[src/rtl/fcs_pkg.sv]
`timescale 1ns/1ps
package fcs_pkg;
    typedef enum logic [1:0] {
        ST_IDLE,
        ST_PGM_DATA,
        ST_LOCK_CONF,
        ST_BUSY
    } fcs_state_e;

    localparam logic [7:0] CMD_PGM        = 8'h40;
    localparam logic [7:0] CMD_PGM_ALT    = 8'h10;
    localparam logic [7:0] CMD_LOCK_SETUP = 8'h60;
    localparam logic [7:0] CMD_CONF_BLOCK = 8'h01;
    localparam logic [7:0] CMD_CONF_MSTR  = 8'hF1;
    localparam logic [7:0] CMD_RD_STATUS  = 8'h70;
    localparam logic [7:0] CMD_RD_ARRAY   = 8'hFF;
    localparam logic [7:0] CMD_CLR_STATUS = 8'h50;

    localparam int SR_READY = 7;
    localparam int SR_SEQ   = 5;
    localparam int SR_WERR  = 4;
    localparam int SR_VLOW  = 3;
    localparam int SR_PROT  = 1;

    localparam logic [7:0] ERR_MASK = 8'b0011_1010;
endpackage

[src/rtl/fcs_array.sv]
`timescale 1ns/1ps
module fcs_array #(
    parameter int ADDR_W = 8,
    parameter int DATA_W = 8
) (
    input  logic              clk,
    input  logic              rst_n,
    input  logic              pgm_en,
    input  logic [ADDR_W-1:0] pgm_addr,
    input  logic [DATA_W-1:0] pgm_data,
    input  logic [ADDR_W-1:0] rd_addr,
    output logic [DATA_W-1:0] rd_data
);
    localparam int DEPTH = 1 << ADDR_W;

    logic [DATA_W-1:0] mem [DEPTH];

    // Cells only discharge: a program clears the zero bits of the operand.
    always_ff @(posedge clk or negedge rst_n) begin
        if (!rst_n) begin
            for (int i = 0; i < DEPTH; i++) begin
                mem[i] <= '1;
            end
        end else if (pgm_en) begin
            mem[pgm_addr] <= mem[pgm_addr] & pgm_data;
        end
    end

    assign rd_data = mem[rd_addr];
endmodule

[src/rtl/fcs_locks.sv]
`timescale 1ns/1ps
module fcs_locks #(
    parameter int BLK_W = 2
) (
    input  logic                    clk,
    input  logic                    rst_n,
    input  logic                    set_blk,
    input  logic [BLK_W-1:0]        blk_idx,
    input  logic                    set_master,
    output logic [(1<<BLK_W)-1:0]   blk_lock,
    output logic                    master_lock
);
    localparam int NBLK = 1 << BLK_W;

    generate
        for (genvar b = 0; b < NBLK; b++) begin : g_blk
            always_ff @(posedge clk or negedge rst_n) begin
                if (!rst_n) begin
                    blk_lock[b] <= 1'b0;
                end else if (set_blk && (blk_idx == BLK_W'(b))) begin
                    blk_lock[b] <= 1'b1;
                end
            end
        end
    endgenerate

    always_ff @(posedge clk or negedge rst_n) begin
        if (!rst_n) begin
            master_lock <= 1'b0;
        end else if (set_master) begin
            master_lock <= 1'b1;
        end
    end
endmodule

[src/rtl/fcs_timer.sv]
`timescale 1ns/1ps
module fcs_timer #(
    parameter int BUSY_CYC = 8
) (
    input  logic clk,
    input  logic rst_n,
    input  logic start,
    output logic done
);
    localparam int CNT_W = (BUSY_CYC > 1) ? $clog2(BUSY_CYC) : 1;

    logic [CNT_W-1:0] cnt_q;

    always_ff @(posedge clk or negedge rst_n) begin
        if (!rst_n) begin
            cnt_q <= '0;
        end else if (start) begin
            cnt_q <= CNT_W'(BUSY_CYC - 1);
        end else if (cnt_q != '0) begin
            cnt_q <= cnt_q - 1'b1;
        end
    end

    assign done = (cnt_q == '0);
endmodule

[src/rtl/flash_cmd_seq.sv]
`timescale 1ns/1ps
module flash_cmd_seq #(
    parameter int ADDR_W   = 8,
    parameter int DATA_W   = 8,
    parameter int BLK_W    = 2,
    parameter int BUSY_CYC = 8
) (
    input  logic              clk,
    input  logic              rst_n,
    input  logic              we,
    input  logic [ADDR_W-1:0] addr,
    input  logic [DATA_W-1:0] wdata,
    input  logic              vpen_ok,
    input  logic              hv_rst,
    output logic [DATA_W-1:0] rdata,
    output logic              ready
);
    import fcs_pkg::*;

    localparam int NBLK = 1 << BLK_W;

    fcs_state_e        state_q, state_d;
    logic              rd_status_q;
    logic [7:0]        err_q;

    logic              pgm_en, set_blk, set_master, tmr_start, tmr_done;
    logic              go_status, go_array, err_clr;
    logic [7:0]        err_set;
    logic [NBLK-1:0]   blk_lock;
    logic              master_lock;
    logic [DATA_W-1:0] arr_rd;
    logic [7:0]        status_byte;
    logic [DATA_W-1:0] status_ext;

    wire  [BLK_W-1:0]  blk_idx = addr[ADDR_W-1 -: BLK_W];
    wire  [7:0]        cmd     = wdata[7:0];

    fcs_array #(.ADDR_W(ADDR_W), .DATA_W(DATA_W)) u_array (
        .clk      (clk),
        .rst_n    (rst_n),
        .pgm_en   (pgm_en),
        .pgm_addr (addr),
        .pgm_data (wdata),
        .rd_addr  (addr),
        .rd_data  (arr_rd)
    );

    fcs_locks #(.BLK_W(BLK_W)) u_locks (
        .clk         (clk),
        .rst_n       (rst_n),
        .set_blk     (set_blk),
        .blk_idx     (blk_idx),
        .set_master  (set_master),
        .blk_lock    (blk_lock),
        .master_lock (master_lock)
    );

    fcs_timer #(.BUSY_CYC(BUSY_CYC)) u_timer (
        .clk   (clk),
        .rst_n (rst_n),
        .start (tmr_start),
        .done  (tmr_done)
    );

    // State register
    always_ff @(posedge clk or negedge rst_n) begin
        if (!rst_n) begin
            state_q <= ST_IDLE;
        end else begin
            state_q <= state_d;
        end
    end

    // Command decode, protection gating and next state
    always_comb begin
        state_d    = state_q;
        pgm_en     = 1'b0;
        set_blk    = 1'b0;
        set_master = 1'b0;
        tmr_start  = 1'b0;
        go_status  = 1'b0;
        go_array   = 1'b0;
        err_clr    = 1'b0;
        err_set    = 8'h00;
        unique case (state_q)
            ST_IDLE: begin
                if (we) begin
                    case (cmd)
                        CMD_PGM, CMD_PGM_ALT: begin
                            state_d   = ST_PGM_DATA;
                            go_status = 1'b1;
                        end
                        CMD_LOCK_SETUP: begin
                            state_d   = ST_LOCK_CONF;
                            go_status = 1'b1;
                        end
                        CMD_RD_STATUS:  go_status = 1'b1;
                        CMD_RD_ARRAY:   go_array  = 1'b1;
                        CMD_CLR_STATUS: err_clr   = 1'b1;
                        default: ;
                    endcase
                end
            end
            ST_PGM_DATA: begin
                if (we) begin
                    state_d   = ST_BUSY;
                    tmr_start = 1'b1;
                    if (!vpen_ok) begin
                        err_set[SR_WERR] = 1'b1;
                        err_set[SR_VLOW] = 1'b1;
                    end else if (blk_lock[blk_idx] && !hv_rst) begin
                        err_set[SR_WERR] = 1'b1;
                        err_set[SR_PROT] = 1'b1;
                    end else begin
                        pgm_en = 1'b1;
                    end
                end
            end
            ST_LOCK_CONF: begin
                if (we) begin
                    if ((cmd == CMD_CONF_BLOCK) || (cmd == CMD_CONF_MSTR)) begin
                        state_d   = ST_BUSY;
                        tmr_start = 1'b1;
                        if (!vpen_ok) begin
                            err_set[SR_WERR] = 1'b1;
                            err_set[SR_VLOW] = 1'b1;
                        end else if (cmd == CMD_CONF_MSTR) begin
                            if (hv_rst) begin
                                set_master = 1'b1;
                            end else begin
                                err_set[SR_WERR] = 1'b1;
                                err_set[SR_PROT] = 1'b1;
                            end
                        end else if (master_lock && !hv_rst) begin
                            err_set[SR_WERR] = 1'b1;
                            err_set[SR_PROT] = 1'b1;
                        end else begin
                            set_blk = 1'b1;
                        end
                    end else begin
                        state_d          = ST_IDLE;
                        err_set[SR_SEQ]  = 1'b1;
                        err_set[SR_WERR] = 1'b1;
                    end
                end
            end
            ST_BUSY: begin
                if (tmr_done) begin
                    state_d = ST_IDLE;
                end
            end
        endcase
    end

    // Status flags and read mode
    always_ff @(posedge clk or negedge rst_n) begin
        if (!rst_n) begin
            err_q       <= 8'h00;
            rd_status_q <= 1'b0;
        end else begin
            if (err_clr) begin
                err_q <= 8'h00;
            end else begin
                err_q <= (err_q | err_set) & ERR_MASK;
            end
            if (go_status) begin
                rd_status_q <= 1'b1;
            end else if (go_array) begin
                rd_status_q <= 1'b0;
            end
        end
    end

    // Outputs
    always_comb begin
        ready                 = (state_q != ST_BUSY);
        status_byte           = err_q & ERR_MASK;
        status_byte[SR_READY] = ready;
        status_ext            = '0;
        status_ext[7:0]       = status_byte;
        rdata                 = rd_status_q ? status_ext : arr_rd;
    end
endmodule

[config.mk]
export PLATFORM = sky130hd
export DESIGN_NAME = flash_cmd_seq
export DESIGN_NICKNAME = d
export VERILOG_FILES = /design/src/rtl/fcs_pkg.sv /design/src/rtl/fcs_array.sv /design/src/rtl/fcs_locks.sv /design/src/rtl/fcs_timer.sv /design/src/rtl/flash_cmd_seq.sv
export SDC_FILE = /design/constraint.sdc
export NUM_CORES = 2
export LEC_CHECK = 0
export BUFFER_PORTS_ARGS = -buffer_cell sky130_fd_sc_hd__buf_4
export CAP_MARGIN = 40
export CORE_MARGIN = 8
export CORE_UTILIZATION = 25
export CTS_CLUSTER_DIAMETER = 80
export DETAILED_ROUTE_END_ITERATION = 6
export PLACE_DENSITY_LB_ADDON = 0.15
export SLEW_MARGIN = 15
export SYNTH_ARGS = -nofsm -noshare
export SYNTH_HDL_FRONTEND = slang
export SYNTH_SLANG_ARGS = --single-unit
export TNS_END_PERCENT = 1
[constraint.sdc]
create_clock -name clk -period 5.5 [get_ports clk]
set_clock_uncertainty 0.05 [all_clocks]
set_input_delay 1.65 -clock clk [delete_from_list [all_inputs] [get_ports clk]]
set_output_delay 1.65 -clock clk [all_outputs]
set_load 0.03 [all_outputs]
# Word-level counts from Yosys, hierarchy flattened
# Cells that the tools add are included.
# totals
register_bits	2065
wordCells	380
# op_classes
addsub	1
order_cmp	3
n_eq_ne	20
n_mux	70
bitwise_logic	3
reduce_logical	18
# op_table
operator	n
bitwise mux 2048 bit	1
binary-select mux 8 bit (select 8 bit)	1
demux 8 bit (select 8 bit)	1
2-to-1 mux 1 bit	47
equality test 8 x 7 -> 1 bit, second input constant	4
2-to-1 mux 8 bit	4
equality test 8 bit, second input constant	2
2-to-1 mux 2 bit	6
inequality test 2 bit, second input constant	5
>= comparator 9 bit, second input constant	1
less-than comparator 9 x 1 -> 1 bit, second input constant	1
2-to-1 mux 3 bit	3
inverter 8 -> 9 bit	1
bitwise AND 8 bit	1
equality test 2 bit, second input constant	4
equality test 8 x 1 -> 1 bit, second input constant	1
equality test 8 x 5 -> 1 bit, second input constant	1
one-hot mux 2 bit (2 select lines)	2
one-hot mux 2 bit (4 select lines)	1
logical AND 1 bit	7
2-to-1 mux 6 bit	1
bitwise OR 6 bit	1
AND reduction 5 bit	1
equality test 2 x 1 -> 1 bit, second input constant	2
13 further kinds	16

# Longest topological paths before layout
# depth
depth_word	10
depth_mapped	15
depth_no_buf	8

# Hierarchy
# A second synthesis with hierarchy kept.
# hier_totals
hier_cells	9199
hier_area_um2	111608.3
# modules_own_cells
module	instances	cells_per_inst	area_per_inst_um2	seq_area_each_um2
fcs_array	1	9080	110483.5	53811.6
flash_cmd_seq	1	89	769.5	175.2
fcs_timer	1	17	180.2	75.1
fcs_locks	1	13	175.2	125.1

# Worst setup path before layout
# Ideal clock, no wire load.
# synth_path
path_type	input to output
startpoint	input addr[0]
endpoint	output rdata[1]
t_arrival_ps	4120
path_slack_ps	-320
path_stages	11
n_path_buf	5
path_cell_list	buf_6 -> buf_6 -> buf_4 -> buf_4 -> buf_4 -> mux2i_1 -> a2111oi_0 -> o31ai_1 -> nand4_1 -> nor2_1 -> o31ai_1
# synth_via
elab_chain_len	5
# synth_rtl
item	line	source
start: declaration	flash_cmd_seq.sv:11	input logic [ADDR_W-1:0] addr,
inverter 8 -> 9 bit (not written as such)	fcs_array.sv:29	assign rd_data = mem[rd_addr];
binary-select mux 8 bit (select 8 bit)	fcs_array.sv:29	
2-to-1 mux 8 bit (not written as such) (2 in a row)	fcs_array.sv:29	
2-to-1 mux 8 bit	flash_cmd_seq.sv:181	rdata = rd_status_q ? status_ext : arr_rd;
end: declaration	flash_cmd_seq.sv:15	output logic [DATA_W-1:0] rdata,
# No other way between the ends. The select of a mux whose other input is x is not followed.

# Final worst setup path
# layout_path
startpoint	input addr[0]
endpoint	output rdata[5]
# The elaborated chain is that of the path after synthesis.

==> reports/summary.md <==
• **run status** finished with violations
• **violated checks** setup timing
• **Tcrit/Tclk final** 115%
• **total buffers and inverters traversed by the critical path** 7
• **post-synthesis compound-gate area fraction** 8.21%
• **final hold vios** 0
• **met2 GRT Util** 25.6%
• **Clk Latency, worst-skew pair** 940 ps
• **proportion of synthesized area in mux cells** 23.8%
• **slew at the pin with the worst max-slew slack** 1100 ps
• **slowest cell on the critical path** sky130_fd_sc_hd__mux4_2
• **timing-limited maximum frequency** 0.159 GHz
• **number of clock buffers inserted by TritonCTS** 236
• **commonest non-fill, non-tap cell in the layout** sky130_fd_sc_hd__dfstp_2
• **largest stage delay on the critical path** 530 ps
• **TritonCTS clock tree** yes
• **grt peak-use layer** met2
• **number of enable flip-flop cells after synthesis** 0
• **mean cell area of the mapped netlist** 12.7 um^2
• **drc violations** 0
• **cell type group with the largest total delay on the critical path** buffers and inverters
• **via count of the first global-routing pass** 65.0k
• **arrival time of the worst setup path** 4600 ps
• **residual overflow from global routing** 0
• **Max transition margin** 26.8%
• **Final Wtd Congestion** 0.800
• **initial cell density of the core** 25.1%
• **met3 layer usage reported by global route** 1.82%
• **area growth from synthesis to final layout** 20.5%
• **number of different library cells in the post-synthesis netlist** 77
• **count of input and output buffers** 29
• **most used cell along the critical path** sky130_fd_sc_hd__buf_4
• **type of the worst setup path** in2out
• **top library cells by usage in the layout, fill and taps aside** sky130_fd_sc_hd__dfstp_2 (2048), sky130_fd_sc_hd__nand2_1 (1383), sky130_fd_sc_hd__mux2_2 (1037)
• **number of nets in the layout** 7962
• **number of clock sinks seen by CTS** 2063
• **flops & latches, synth** 2063
• **site row count** 227
• **startpoint types** primary input
• **Synth async-reset ratio** 100%
• **DR vias/cell** 4.73
• **overall global routing resource usage** 15.8%
• **maximum number of pins on one net before global-route repair** 171
• **RSZ-0062 raised after global routing** true
• **maximum root-to-sink buffer count** 4
• **height of the die** 636 um
• **number of nets in the synthesized netlist** 7609
• **simple-gate share of the synthesized area** 8.08%
• **final number of setup-violating endpoints** 8
• **XOR/XNOR share of the synthesized area** 0.0182%
• **final worst-path setup slack** -799 ps
• **P_leak** 43.4 nW
• **number of placed I/O pins** 30
• **first-pass GRT wire length** 481000 um
• **Total Die Area** 405000 um^2
• **number of pins exceeding their max-slew limit in the final report** 0
• **WHS** 410 ps
• **DR WL/cell** 24.9 um
• **fin crit period** 6300 ps
• **fraction of the yosys area taken by sequential cells** 56.4%
• **number of antenna violations at the first check in global routing** 13
• **post-layout instance area** 116000 um^2
• **type of the most critical hold path** reg2reg
• **number of routed nets with antenna violations** 0
• **Pre-antenna DRT Iters** 5
• **Synthesis Warnings** 0
• **met1 usage** 22.3%
• **Critical Path, Cell by Cell** buf_16, buf_16, buf_4, mux4_2, a22o_1, a221oi_1, buf_4, a31oi_1, buf_4, a21oi_1, buf_4, a31o_4, o21ai_2, buf_4
• **post-synthesis adder-cell area fraction** 0.0911%
• **violation count after the first detailed-route iteration** 3643
• **clock transition at the registers of the reported paths** 60 ps
• **most instantiated flip-flop cell in the synthesis netlist** sky130_fd_sc_hd__dfstp_2
• **depth of the CTS H-tree** 4
• **fraction of layout cells with a size suffix above 1** 59.3%
• **element type at the critical path end** output port
• **maximum ir drop on the vdd rail** 0.000246 V
• **required time at the worst-slack endpoint** 3800 ps
• **placed wire-length estimate** 223000 um
• **final wirelength** 328000 um
• **via count** 62.3k
• **Post-Syn Instances** 7581
• **width of the die** 636 um
• **total standard cell area after synthesis** 96100 um^2
• **number of max-capacitance violations reported** 0
• **placement-stage cell area** 107000 um^2
• **largest family of logic cells by synthesized area** multiplexers
• **largest fanout of any net on the critical path** 8
• **PwrDens** 289 nW/um^2
• **core outline area** 383000 um^2
• **CTS Root Buffer Type** sky130_fd_sc_hd__clkbuf_16
==> sequential cells by signal, indices dropped and copies added, names as in the netlist <==
| name | flops |
|---|---|
| err_q | 4 |
| rd_status_q | 1 |
| state_q | 2 |
| u_array.mem | 2048 |
| u_locks.blk_lock | 4 |
| u_locks.master_lock | 1 |
| u_timer.cnt_q | 3 |
==> area by class of cell <==
class,instances,area (um^2)
antenna,6,15.0
clock buffer,359,6930
clock inverter,65,736
fill,38300,267000
inverter,14,52.6
multi-input combinational,4880,39500
sequential,2063,54200
tap,5038,6300
timing repair buffer,739,8100
==> synth_stat cells, types with 13 or more instances <==
| master | number | area (um^2) |
|---|---|---|
| sky130_fd_sc_hd__buf_12 | 16 | 320 |
| sky130_fd_sc_hd__nand4_1 | 51 | 319 |
| sky130_fd_sc_hd__dfrtp_1 | 15 | 375 |
| sky130_fd_sc_hd__o21ai_2 | 100 | 876 |
| sky130_fd_sc_hd__o21ai_1 | 20 | 100 |
| sky130_fd_sc_hd__mux4_2 | 375 | 8450 |
| sky130_fd_sc_hd__a221oi_1 | 20 | 175 |
| sky130_fd_sc_hd__clkbuf_1 | 324 | 1220 |
| sky130_fd_sc_hd__mux2_2 | 1037 | 11700 |
| sky130_fd_sc_hd__mux2i_1 | 257 | 2570 |
| sky130_fd_sc_hd__nor3_1 | 16 | 80.1 |
| sky130_fd_sc_hd__and3_1 | 16 | 100 |
| sky130_fd_sc_hd__dfstp_2 | 2048 | 53800 |
| sky130_fd_sc_hd__nand3_1 | 226 | 1130 |
| sky130_fd_sc_hd__a22oi_1 | 114 | 856 |
| sky130_fd_sc_hd__a21oi_1 | 74 | 370 |
| sky130_fd_sc_hd__clkbuf_2 | 18 | 90.1 |
| sky130_fd_sc_hd__buf_1 | 18 | 67.6 |
| sky130_fd_sc_hd__a31oi_1 | 13 | 81.3 |
| sky130_fd_sc_hd__inv_1 | 14 | 52.6 |
| sky130_fd_sc_hd__o21ai_0 | 915 | 4580 |
| sky130_fd_sc_hd__buf_6 | 44 | 495 |
| sky130_fd_sc_hd__buf_4 | 25 | 188 |
| sky130_fd_sc_hd__nor2_1 | 73 | 274 |
| sky130_fd_sc_hd__buf_2 | 178 | 891 |
| sky130_fd_sc_hd__nand2_1 | 1383 | 5190 |
==> through the flow <==
step	instances	utilization, %	setup WS, ps	setup TNS (ps)	power (W)
after CTS	13100	30.1	-794	-6220	0.0340
final	13200	30.3	-799	-6010	0.0334
after global routing	13200	30.3	-811	-6360	0.0347
after detailed placement	12700	27.9	-1510	-30390	0.0177
after floorplan	7581	-	-209	-597	0.0165
after global placement	12700	27.9	-1490	-19030	0.0177
==> power breakdown <==
| group | total, W | internal [W] | switching, W |
|---|---|---|---|
| sequential | 0.0154 | 0.0153 | 0.0000516 |
| combinational | 0.00223 | 0.000771 | 0.00146 |
| clock | 0.0158 | 0.00912 | 0.00670 |
==> cells by family (layout without fill, tap and decap cells) <==
family / Yosys count / count (layout)
AO/OA/AOI/OAI: 1353 / 1353
XOR/XNOR: 2 / 2
adder cells (fa/ha/maj): 7 / 7
AND/OR/NAND/NOR: 1844 / 1844
multiplexers: 1674 / 1674
other: 0 / 6
buffers and inverters: 638 / 1177
flip-flops: 2063 / 2063
==> path summary, 6_finish.rpt <==
check / from / end / depth (start not counted) / slack, ps
max: addr[0] / rdata[5] / 14 / -800
min in group asynchronous: rst_n / u_array.mem[514] / 1 / 980
min reg2reg: u_array.mem[1895] / u_array.mem[1895] / 2 / 410
min: u_array.mem[1895] / u_array.mem[1895] / 2 / 410
max in group asynchronous: rst_n / u_array.mem[1660] / 3 / 3270
max reg2reg: u_array.mem[500] / u_array.mem[652] / 9 / 2290
==> worst min-delay path, stage by stage, from the launching register on <==
cell and delay, ps:
sky130_fd_sc_hd__dfstp_2 370, sky130_fd_sc_hd__nand2_1 40, sky130_fd_sc_hd__o21ai_1 50
==> timing repair <==
item,CTS,global route
hold buffers,0,0
setup buffers,21,27
endpoints found under the setup margin,8,8
gates cloned,5,5
gates resized for setup,130,38
pin swaps,29,26
==> routing by layer <==
layer | share of wire, % | vias up
met1 | 47 | 33000
li1 | - | 28000
met4 | 2.7 | 2
met2 | 47 | 938
met5 | 0.0040 | -
met3 | 3.1 | 389
Note: power is estimated with default switching activity, not from simulation.
